**src/rtl/qtm_pkg.sv**
```systemverilog
package qtm_pkg;
  localparam int QW_BYTES = 16;

  localparam logic [2:0] SZ_BYTE  = 3'd0;
  localparam logic [2:0] SZ_HALF  = 3'd1;
  localparam logic [2:0] SZ_WORD  = 3'd2;
  localparam logic [2:0] SZ_DWORD = 3'd3;
  localparam logic [2:0] SZ_QUAD  = 3'd4;

  // Strobes from control to datapath for one accepted request.
  typedef struct packed {
    logic                wrEn;     // write selected bytes
    logic [QW_BYTES-1:0] byteEn;   // byte lanes of the quadword
    logic                tagLoad;  // quadword store in active mode
    logic                tagClear; // partial store in active mode
    logic                tagVal;   // value for tagLoad
    logic                rdEn;     // load
    logic                ptrZero;  // zero data if untagged
    logic                tagShow;  // tag visible in response
  } qtmStrobe_t;
endpackage

```
**src/rtl/qtm_ctrl.sv**
```systemverilog
module qtm_ctrl
  import qtm_pkg::*;
(
  input  logic       clk,
  input  logic       rstN,
  input  logic       tagsActive,
  input  logic       reqValid,
  input  logic       reqWrite,
  input  logic [2:0] reqSize,
  input  logic       reqPtr,
  input  logic [3:0] reqOffset,
  input  logic       reqTagIn,
  output logic       reqReady,
  output qtmStrobe_t strb,
  output logic       alignErr
);
  logic readyQ;
  logic fire;
  logic isQuad;
  logic misalign;
  logic [QW_BYTES-1:0] laneMask;
  logic [3:0] baseOff;

  assign reqReady = readyQ;
  assign fire     = reqValid && readyQ;
  assign isQuad   = (reqSize >= SZ_QUAD);
  assign misalign = isQuad && (reqOffset != 4'd0);

  always_comb begin
    case (reqSize)
      SZ_BYTE:  begin laneMask = 16'h0001; baseOff = reqOffset; end
      SZ_HALF:  begin laneMask = 16'h0003; baseOff = {reqOffset[3:1], 1'b0}; end
      SZ_WORD:  begin laneMask = 16'h000F; baseOff = {reqOffset[3:2], 2'b00}; end
      SZ_DWORD: begin laneMask = 16'h00FF; baseOff = {reqOffset[3], 3'b000}; end
      default:  begin laneMask = 16'hFFFF; baseOff = 4'd0; end
    endcase
  end

  always_comb begin
    strb.wrEn     = fire && reqWrite && !misalign;
    strb.byteEn   = laneMask << baseOff;
    strb.tagLoad  = isQuad && tagsActive;
    strb.tagClear = !isQuad && tagsActive;
    strb.tagVal   = reqTagIn;
    strb.rdEn     = fire && !reqWrite && !misalign;
    strb.ptrZero  = reqPtr && isQuad && tagsActive;
    strb.tagShow  = isQuad && tagsActive;
  end

  always_ff @(posedge clk) begin
    if (!rstN) begin
      readyQ   <= 1'b0;
      alignErr <= 1'b0;
    end else begin
      readyQ   <= 1'b1;
      alignErr <= fire && misalign;
    end
  end


  misalign_blocked_chk: assert property (@(posedge clk) disable iff (!rstN)
    (reqValid && reqReady && reqSize >= SZ_QUAD && reqOffset != 4'd0)
      |-> (!strb.wrEn && !strb.rdEn));


  misalign_flag_chk: assert property (@(posedge clk) disable iff (!rstN)
    (reqValid && reqReady && reqSize >= SZ_QUAD && reqOffset != 4'd0) |=> alignErr);


  narrow_lanes_chk: assert property (@(posedge clk) disable iff (!rstN)
    (strb.wrEn && reqSize < SZ_QUAD) |-> ($countones(strb.byteEn) == (32'd1 << reqSize)));
endmodule

```
**src/rtl/qtm_datapath.sv**
```systemverilog
module qtm_datapath
  import qtm_pkg::*;
#(
  parameter int DEPTH    = 16,
  parameter int SUB_TAGS = 2,
  localparam int IDX_W   = $clog2(DEPTH),
  localparam int SPAN    = QW_BYTES / SUB_TAGS
) (
  input  logic                  clk,
  input  logic                  rstN,
  input  qtmStrobe_t            strb,
  input  logic [IDX_W-1:0]      idx,
  input  logic [8*QW_BYTES-1:0] wdata,
  output logic                  rspValid,
  output logic [8*QW_BYTES-1:0] rspData,
  output logic                  rspTag
);
  logic [7:0] mem [DEPTH][QW_BYTES];
  logic [DEPTH-1:0][SUB_TAGS-1:0] tagQ;
  logic [DEPTH-1:0] tagAll;
  logic [SUB_TAGS-1:0] touched;
  logic [8*QW_BYTES-1:0] rdWord;

  // Sub-tags touched by the enabled byte lanes.
  for (genvar j = 0; j < SUB_TAGS; j++) begin : g_touch
    assign touched[j] = |strb.byteEn[j*SPAN +: SPAN];
  end

  // Reported tag is the AND of the sub-tags.
  for (genvar i = 0; i < DEPTH; i++) begin : g_and
    assign tagAll[i] = &tagQ[i];
  end

  always_comb begin
    for (int b = 0; b < QW_BYTES; b++) rdWord[8*b +: 8] = mem[idx][b];
  end

  always_ff @(posedge clk) begin
    for (int b = 0; b < QW_BYTES; b++) begin
      if (strb.wrEn && strb.byteEn[b]) mem[idx][b] <= wdata[8*b +: 8];
    end
  end

  always_ff @(posedge clk) begin
    if (!rstN) begin
      tagQ <= '0;
    end else if (strb.wrEn) begin
      if (strb.tagLoad)       tagQ[idx] <= {SUB_TAGS{strb.tagVal}};
      else if (strb.tagClear) tagQ[idx] <= tagQ[idx] & ~touched;
    end
  end

  always_ff @(posedge clk) begin
    if (!rstN) begin
      rspValid <= 1'b0;
      rspTag   <= 1'b0;
      rspData  <= '0;
    end else begin
      rspValid <= strb.rdEn;
      rspTag   <= strb.rdEn && strb.tagShow && tagAll[idx];
      if (strb.rdEn) rspData <= (strb.ptrZero && !tagAll[idx]) ? '0 : rdWord;
    end
  end


  quad_tag_write_chk: assert property (@(posedge clk) disable iff (!rstN)
    (strb.wrEn && strb.tagLoad) |=> (tagAll[$past(idx)] == $past(strb.tagVal)));


  partial_clear_chk: assert property (@(posedge clk) disable iff (!rstN)
    (strb.wrEn && strb.tagClear) |=> !tagAll[$past(idx)]);


  tags_hold_chk: assert property (@(posedge clk) disable iff (!rstN)
    (!(strb.wrEn && (strb.tagLoad || strb.tagClear))) |=> $stable(tagQ));


  ptr_null_chk: assert property (@(posedge clk) disable iff (!rstN)
    (strb.rdEn && strb.ptrZero && !tagAll[idx]) |=> (rspValid && rspData == '0));


  tag_needs_valid_chk: assert property (@(posedge clk) disable iff (!rstN)
    !rspValid |-> !rspTag);
endmodule

```
**src/rtl/qword_tag_mem.sv**
```systemverilog
module qword_tag_mem
  import qtm_pkg::*;
#(
  parameter int DEPTH    = 16,
  parameter int SUB_TAGS = 2,
  localparam int IDX_W   = $clog2(DEPTH),
  localparam int ADDR_W  = IDX_W + 4
) (
  input  logic                  clk,
  input  logic                  rstN,
  input  logic                  tagsActive,
  input  logic                  reqValid,
  output logic                  reqReady,
  input  logic                  reqWrite,
  input  logic [2:0]            reqSize,
  input  logic                  reqPtr,
  input  logic [ADDR_W-1:0]     reqAddr,
  input  logic [8*QW_BYTES-1:0] reqWdata,
  input  logic                  reqTagIn,
  output logic                  rspValid,
  output logic [8*QW_BYTES-1:0] rspData,
  output logic                  rspTag,
  output logic                  alignErr
);
  qtmStrobe_t strb;

  qtm_ctrl i_ctrl (
    .clk        (clk),
    .rstN       (rstN),
    .tagsActive (tagsActive),
    .reqValid   (reqValid),
    .reqWrite   (reqWrite),
    .reqSize    (reqSize),
    .reqPtr     (reqPtr),
    .reqOffset  (reqAddr[3:0]),
    .reqTagIn   (reqTagIn),
    .reqReady   (reqReady),
    .strb       (strb),
    .alignErr   (alignErr)
  );

  qtm_datapath #(.DEPTH(DEPTH), .SUB_TAGS(SUB_TAGS)) i_datapath (
    .clk      (clk),
    .rstN     (rstN),
    .strb     (strb),
    .idx      (reqAddr[ADDR_W-1:4]),
    .wdata    (reqWdata),
    .rspValid (rspValid),
    .rspData  (rspData),
    .rspTag   (rspTag)
  );
endmodule

```
**config.mk**
```make
export PLATFORM = sky130hd
export DESIGN_NAME = qword_tag_mem
export DESIGN_NICKNAME = d
export VERILOG_FILES = /design/src/rtl/qtm_pkg.sv /design/src/rtl/qtm_ctrl.sv /design/src/rtl/qtm_datapath.sv /design/src/rtl/qword_tag_mem.sv
export SDC_FILE = /design/constraint.sdc
export NUM_CORES = 2
export LEC_CHECK = 0
export BUFFER_PORTS_ARGS = -buffer_cell sky130_fd_sc_hd__buf_2
export CORE_UTILIZATION = 35
export CTS_CLUSTER_SIZE = 12
export DETAILED_ROUTE_END_ITERATION = 10
export GPL_TIMING_DRIVEN = 0
export PLACE_DENSITY = 0.61
export SETUP_SLACK_MARGIN = 0.15
export SYNTH_ARGS = -nofsm -noshare
export SYNTH_HDL_FRONTEND = slang
export SYNTH_SLANG_ARGS = --single-unit
```
**constraint.sdc**
```tcl
create_clock -name clk -period 5.3 [get_ports clk]
set_input_delay 1.06 -clock clk [delete_from_list [all_inputs] [get_ports clk]]
set_output_delay 1.06 -clock clk [all_outputs]
set_load 0.02 [all_outputs]
```
=== Word-level counts from Yosys, hierarchy flattened ===
Memory sizes are Yosys's and may differ from the RTL's.
Index checks and enable logic that the tools add are counted.

* Magnitude comparators: 3
* Equal/unequal tests: 3
* Shift-type cells: 1
* Muxes and demuxes: 46
* Bitwise operators: 2
* Reductions and logical operators: 57

{| class="wikitable"
|+ Operators by type and width
! cell !! count
|-
| $mux 128 || 1
|-
| $bwmux 32 || 2
|-
| $mux 32 || 2
|-
| $pmux 16 s4 || 1
|-
| $mux 1 || 34
|-
| $reduce_and 2->1 || 17
|-
| $logic_and 1x1->1 || 31
|-
| $pmux 4 s4 || 1
|-
| $reduce_or 8->1 || 2
|-
| $shl 16x4->16 || 1
|-
| $bmux 2 s4 || 1
|-
| $demux 2 s4 || 1
|-
| $eq 3x2->1 const B || 2
|-
| $lt 4x5->1 const B || 1
|-
| $bmux 1 s4 || 1
|-
| $ge 4x1->1 const B || 1
|-
| $logic_not 1->1 || 4
|-
| $mux 2 || 2
|-
| $reduce_bool 4->1 || 1
|-
| $eq 3x1->1 const B || 1
|-
| $ge 3x3->1 const B || 1
|-
| $logic_not 3->1 || 1
|-
| $and 2x2->2 || 1
|-
| $not 2->2 || 1
|-
| $reduce_bool 2->1 || 1
|}

* Register bits after elaboration: 164
* RAM bits: 2,048
* Memories: 1

{| class="wikitable"
|+ Memory list
! name !! depth !! bits a word !! read ports !! clocked after memory_dff !! write ports !! line !! RTL
|-
| i_datapath.mem || 16 || 128 || 1 || 0 || 1 || qtm_datapath.sv:18 || <nowiki>logic [7:0] mem [DEPTH][QW_BYTES];</nowiki>
|}

=== Depth between registers and ports, before layout ===
* Depth in word-level cells: 9
* Depth in mapped cells: 10

=== Hierarchy ===
Synthesis repeated with hierarchy kept, for this count alone.

* Cell total of the unflattened synthesis: 3,992
* Area, all modules: 84,493.5 um^2

{| class="wikitable"
|+ By module, submodules not included
! module !! instances !! cells an instance !! area each (um^2) !! seq. area each (um^2)
|-
| qtm_datapath || 1 || 3,931 || 84,074.4 || 64,742.1
|-
| qtm_ctrl || 1 || 61 || 419.2 || 40.0
|}

=== Worst setup path before layout ===
OpenSTA, ideal clock, no wires.

* Path type: input to register
* Start point: input port reqAddr[7]
* End point: memory i_datapath.mem[15][100] (netlist name), enable pin
* Library setup time: 0.370 ns
* Arrival: 2.752 ns
* Required time: 4.930 ns
* Setup slack: 2.178 ns
* Stages on the path: 7
* Cells stage by stage: buf_2 and2_1 clkbuf_1 clkbuf_1 nand3_1 clkbuf_1 nor2_1

{| class="wikitable"
|+ RTL lines
! item !! line !! RTL
|-
| from (decl) || qword_tag_mem.sv:17 || <nowiki>input logic [ADDR_W-1:0] reqAddr,</nowiki>
|-
| to (decl) || qtm_datapath.sv:18 ||
|}

Straight into the memory's write port.

=== Worst setup path in the final report ===
* Start point: input port reqAddr[7]
* End point: memory i_datapath.mem[15][47] (netlist name), enable pin

Straight into the memory's write port.

==> summary.txt <==
Floorplan
  – Die area: ~0.24 mm2
  – Core area: between 0.2 and 0.25 mm2
  – Chip Height: roughly 490 um
  – Starting Density: about 35%
  – Die X-Extent: ~490 um
  – Ports: 278
  – Cell row count: about 180

Clocking
  – Post-CTS Setup Bufs: 0
  – Max Root-Sink Buffers: 3
  – Root Driver: clkbuf_16
  – Clk_lat worst skew: 860 ps
  – CTS H-tree lvls: 4
  – Clock Pin Slew Worst Setup and Hold Paths: around 60 ps
  – CTS tree: built
  – Total CTS buffers: roughly 220
  – CTS Hold Bufs: 0
  – Clock sink count: between 2k and 2.5k

Drt
  – DR WL/cell: ~28 um
  – Routed WL: around 220000 um
  – Vias per cell: 5.32
  – Post-route antenna net violation count: 0
  – DR DRC count: 0
  – DR pass1 iterations: 6
  – 1st-iter DRT viols: between 4k and 5k
  – Vias: 41.6k

Timing
  – Clock Skew: slightly below 40 ps
  – Fin crit period: 4910 ps
  – Final hold violation count: 0
  – Setup TNS Final: 0 ps
  – RSZ-0062 raised after global routing: false
  – Max_slew headroom: approximately an eighth
  – Final-report setup violation count: 0
  – Max Fclk: a little over 200 MHz
  – Slew Limit Fails: 0
  – Worst-margin pin slew: 1310 ps
  – Tcrit/Tclk final: 92.7%

Setup path
  – Crit-path most repeated cell: clkbuf_2
  – CP Class: input pin to flop
  – CP Cell Sequence: buf_2, and2_1, clkbuf_2, nand3_2, clkbuf_2, nor2_1
  – Crit path launch type: input pin
  – CP Capture Type: flop
  – Crit path max-delay cell type: nor2_1
  – Crit path max fanout: 10
  – Critical Path AT: around 5400 ps
  – CP Data Required Time: 5750 ps
  – Largest stage delay on the critical path: 980 ps

Placed design
  – I/O Buffers: ~270
  – Placed cells: roughly 7.4k
  – DP Area: between 0.08 and 0.09 mm2
  – DP Wirelength: around 150000 um
  – Routability cong.: roughly 0.87

Synth
  – Mapped Nets: between 4k and 5k
  – Post-synthesis register bit count: between 2k and 2.5k
  – Synth Instances: approximately 4.0k
  – Register area share after synthesis: 77.6%
  – Async SR Flop Fraction: 0%
  – Synth Warn #: 0
  – Mapped cell area: ~0.083 mm2
  – Synth area leader: edfxtp_1
  – Synth cell types: 45
  – Avg Cell Area, Syn: 21.0 um2
  – Post-synth EDFFs: around 2.0k
  – Post-synth top flop: edfxtp_1
  – Main area contributors after synthesis: edfxtp_1, mux4_2, dfxtp_1, a22oi_1, a22o_1
  – Area share of the largest cell type after synthesis: 73.7%

Power
  – Lkg Pwr: around 0.03 uW
  – Pwr/cell area: ~370 mW/mm2
  – VDD IR max: 0.366 mV

GRT
  – GRT overflow: 0
  – Vias in the first global route: around 42k
  – Largest net degree at the start of global routing: 17
  – First-pass GRT wire length: 307000 um
  – Grt met2 use: between 20% and 30%
  – Global route hottest layer: met2
  – GR Util met1: 23.7%
  – Grt met3 use: approximately 4.5%
  – Initial antenna violation count: 74
  – GRT Total Usage: 17.8%

Finish
  – Layout cells sized above 1: 25.8%
  – Util after Layout: 40.4%
  – Final instance area: between 0.09 and 0.1 mm2
  – Layout Cells excl Fill: between 7k and 8k
  – Area Overhead vs Synth: 14.4%
  – Nets: ~4.6k
  – Number of fill cells in the layout: around 21k

Min path
  – Hold WC Path Type: input pin to flop

Status
  – Outcome: finished, final reports clean

Run
  – Max_cap viols: 0
stage by stage:
step / hold WS, ps / total power, uW / worst slack (ps)
2_1_floorplan: 512 / 20400 / 2180
3_3_place_gp: 453 / 21100 / -2270
3_5_place_dp: 459 / 21100 / -1900
4_1_cts: 367 / 35400 / 369
5_1_grt: 398 / 36000 / 443
6_report: 437 / 35100 / 386
synth_stat cells, types with 21 or more instances:
cell type,instances
buf_1,21
edfxtp_1,2048
clkbuf_1,117
a22oi_1,256
mux4_2,520
a21oi_1,37
a22o_1,128
buf_2,75
nor2_1,288
o21ai_0,41
dfxtp_1,164
nand2_1,160
buf_4,24
what timing repair did:
item	in CTS	in global routing
endpoints found under the setup margin	368	0
hold endpoints to repair	0	0
resized for setup	4	0
registers in the layout, indices dropped and copies added (netlist names):
| name | flops |
|---|---|
| i_ctrl.reqReady | 1 |
| i_datapath.mem | 2048 |
| i_datapath.rspData | 128 |
| i_datapath.rspValid | 1 |
| i_ctrl.alignErr | 1 |
| i_datapath.rspTag | 1 |
| i_datapath.tagQ | 32 |
routing by layer:
metal / vias to the layer above / wire length (um)
li1: 17555 / -
met4: 62 / 7110
met1: 21983 / 88900
met3: 399 / 17100
met2: 1617 / 103000
met5: - / 352
critical path: cells and delay by family:
kind	cells	cell delay [ps]
buffers and inverters	3	1620
and+or+nand+nor	3	2600
final timing paths:
check / start / end / slack [ps] / cells after the start
worst min-delay path: rstN / i_ctrl.reqReady$_DFF_P_ / 440 / 1
worst max register to register: i_ctrl.reqReady$_DFF_P_ / i_datapath.mem[15][75]$_DFFE_PP_ / 2320 / 5
worst max-delay path: reqAddr[7] / i_datapath.mem[15][47]$_DFFE_PP_ / 390 / 6
worst min register to register: i_datapath.rspData[86]$_SDFFE_PN0P_ / i_datapath.rspData[86]$_SDFFE_PN0P_ / 470 / 1
kinds of logic after synthesis:
logic type	synth area share, %
AO/OA/AOI/OAI	4.41
buffers and inverters	1.52
multiplexers	14.1
flip-flops	77.6
AND/OR/NAND/NOR	2.35
power breakdown:
| part | total (uW) | switching (uW) | internal [uW] |
|---|---|---|---|
| combinational | 1640 | 1080 | 560 |
| clock | 14400 | 6390 | 7970 |
| sequential | 19100 | 17.6 | 19100 |
| total | 35100 | 7480 | 27600 |
cells in the final DEF, fill, tap and decap left out, types with 16 or more instances in the layout:
| cell type | netlist | final |
|---|---|---|
| nand2_1 | 160 | 159 |
| buf_4 | 24 | 24 |
| clkbuf_2 | 0 | 19 |
| buf_2 | 75 | 347 |
| clkbuf_16 | 0 | 220 |
| a22o_1 | 128 | 128 |
| a22oi_1 | 256 | 256 |
| clkbuf_1 | 117 | 221 |
| mux4_2 | 520 | 520 |
| nor2_1 | 288 | 287 |
| edfxtp_1 | 2048 | 2048 |
| o21ai_0 | 41 | 41 |
| buf_6 | 16 | 16 |
| diode_2 | 0 | 23 |
| a21oi_1 | 37 | 37 |
| buf_1 | 21 | 21 |
| dfxtp_1 | 164 | 164 |
layout make-up:
type	instances	area, um2	area share, %
flip-flops and latches	2212	64800	67.9
multi-input cells	1507	17400	18.2
clock buffers	356	6140	6.43
well taps	3150	3940	4.13
repair buffers	276	1440	1.51
plain buffers	252	1270	1.33
clock inverters	39	379	0.397
diodes	23	57.6	0.0603
inverters	4	15.0	0.0157
Power figures use the tool's default switching activity.
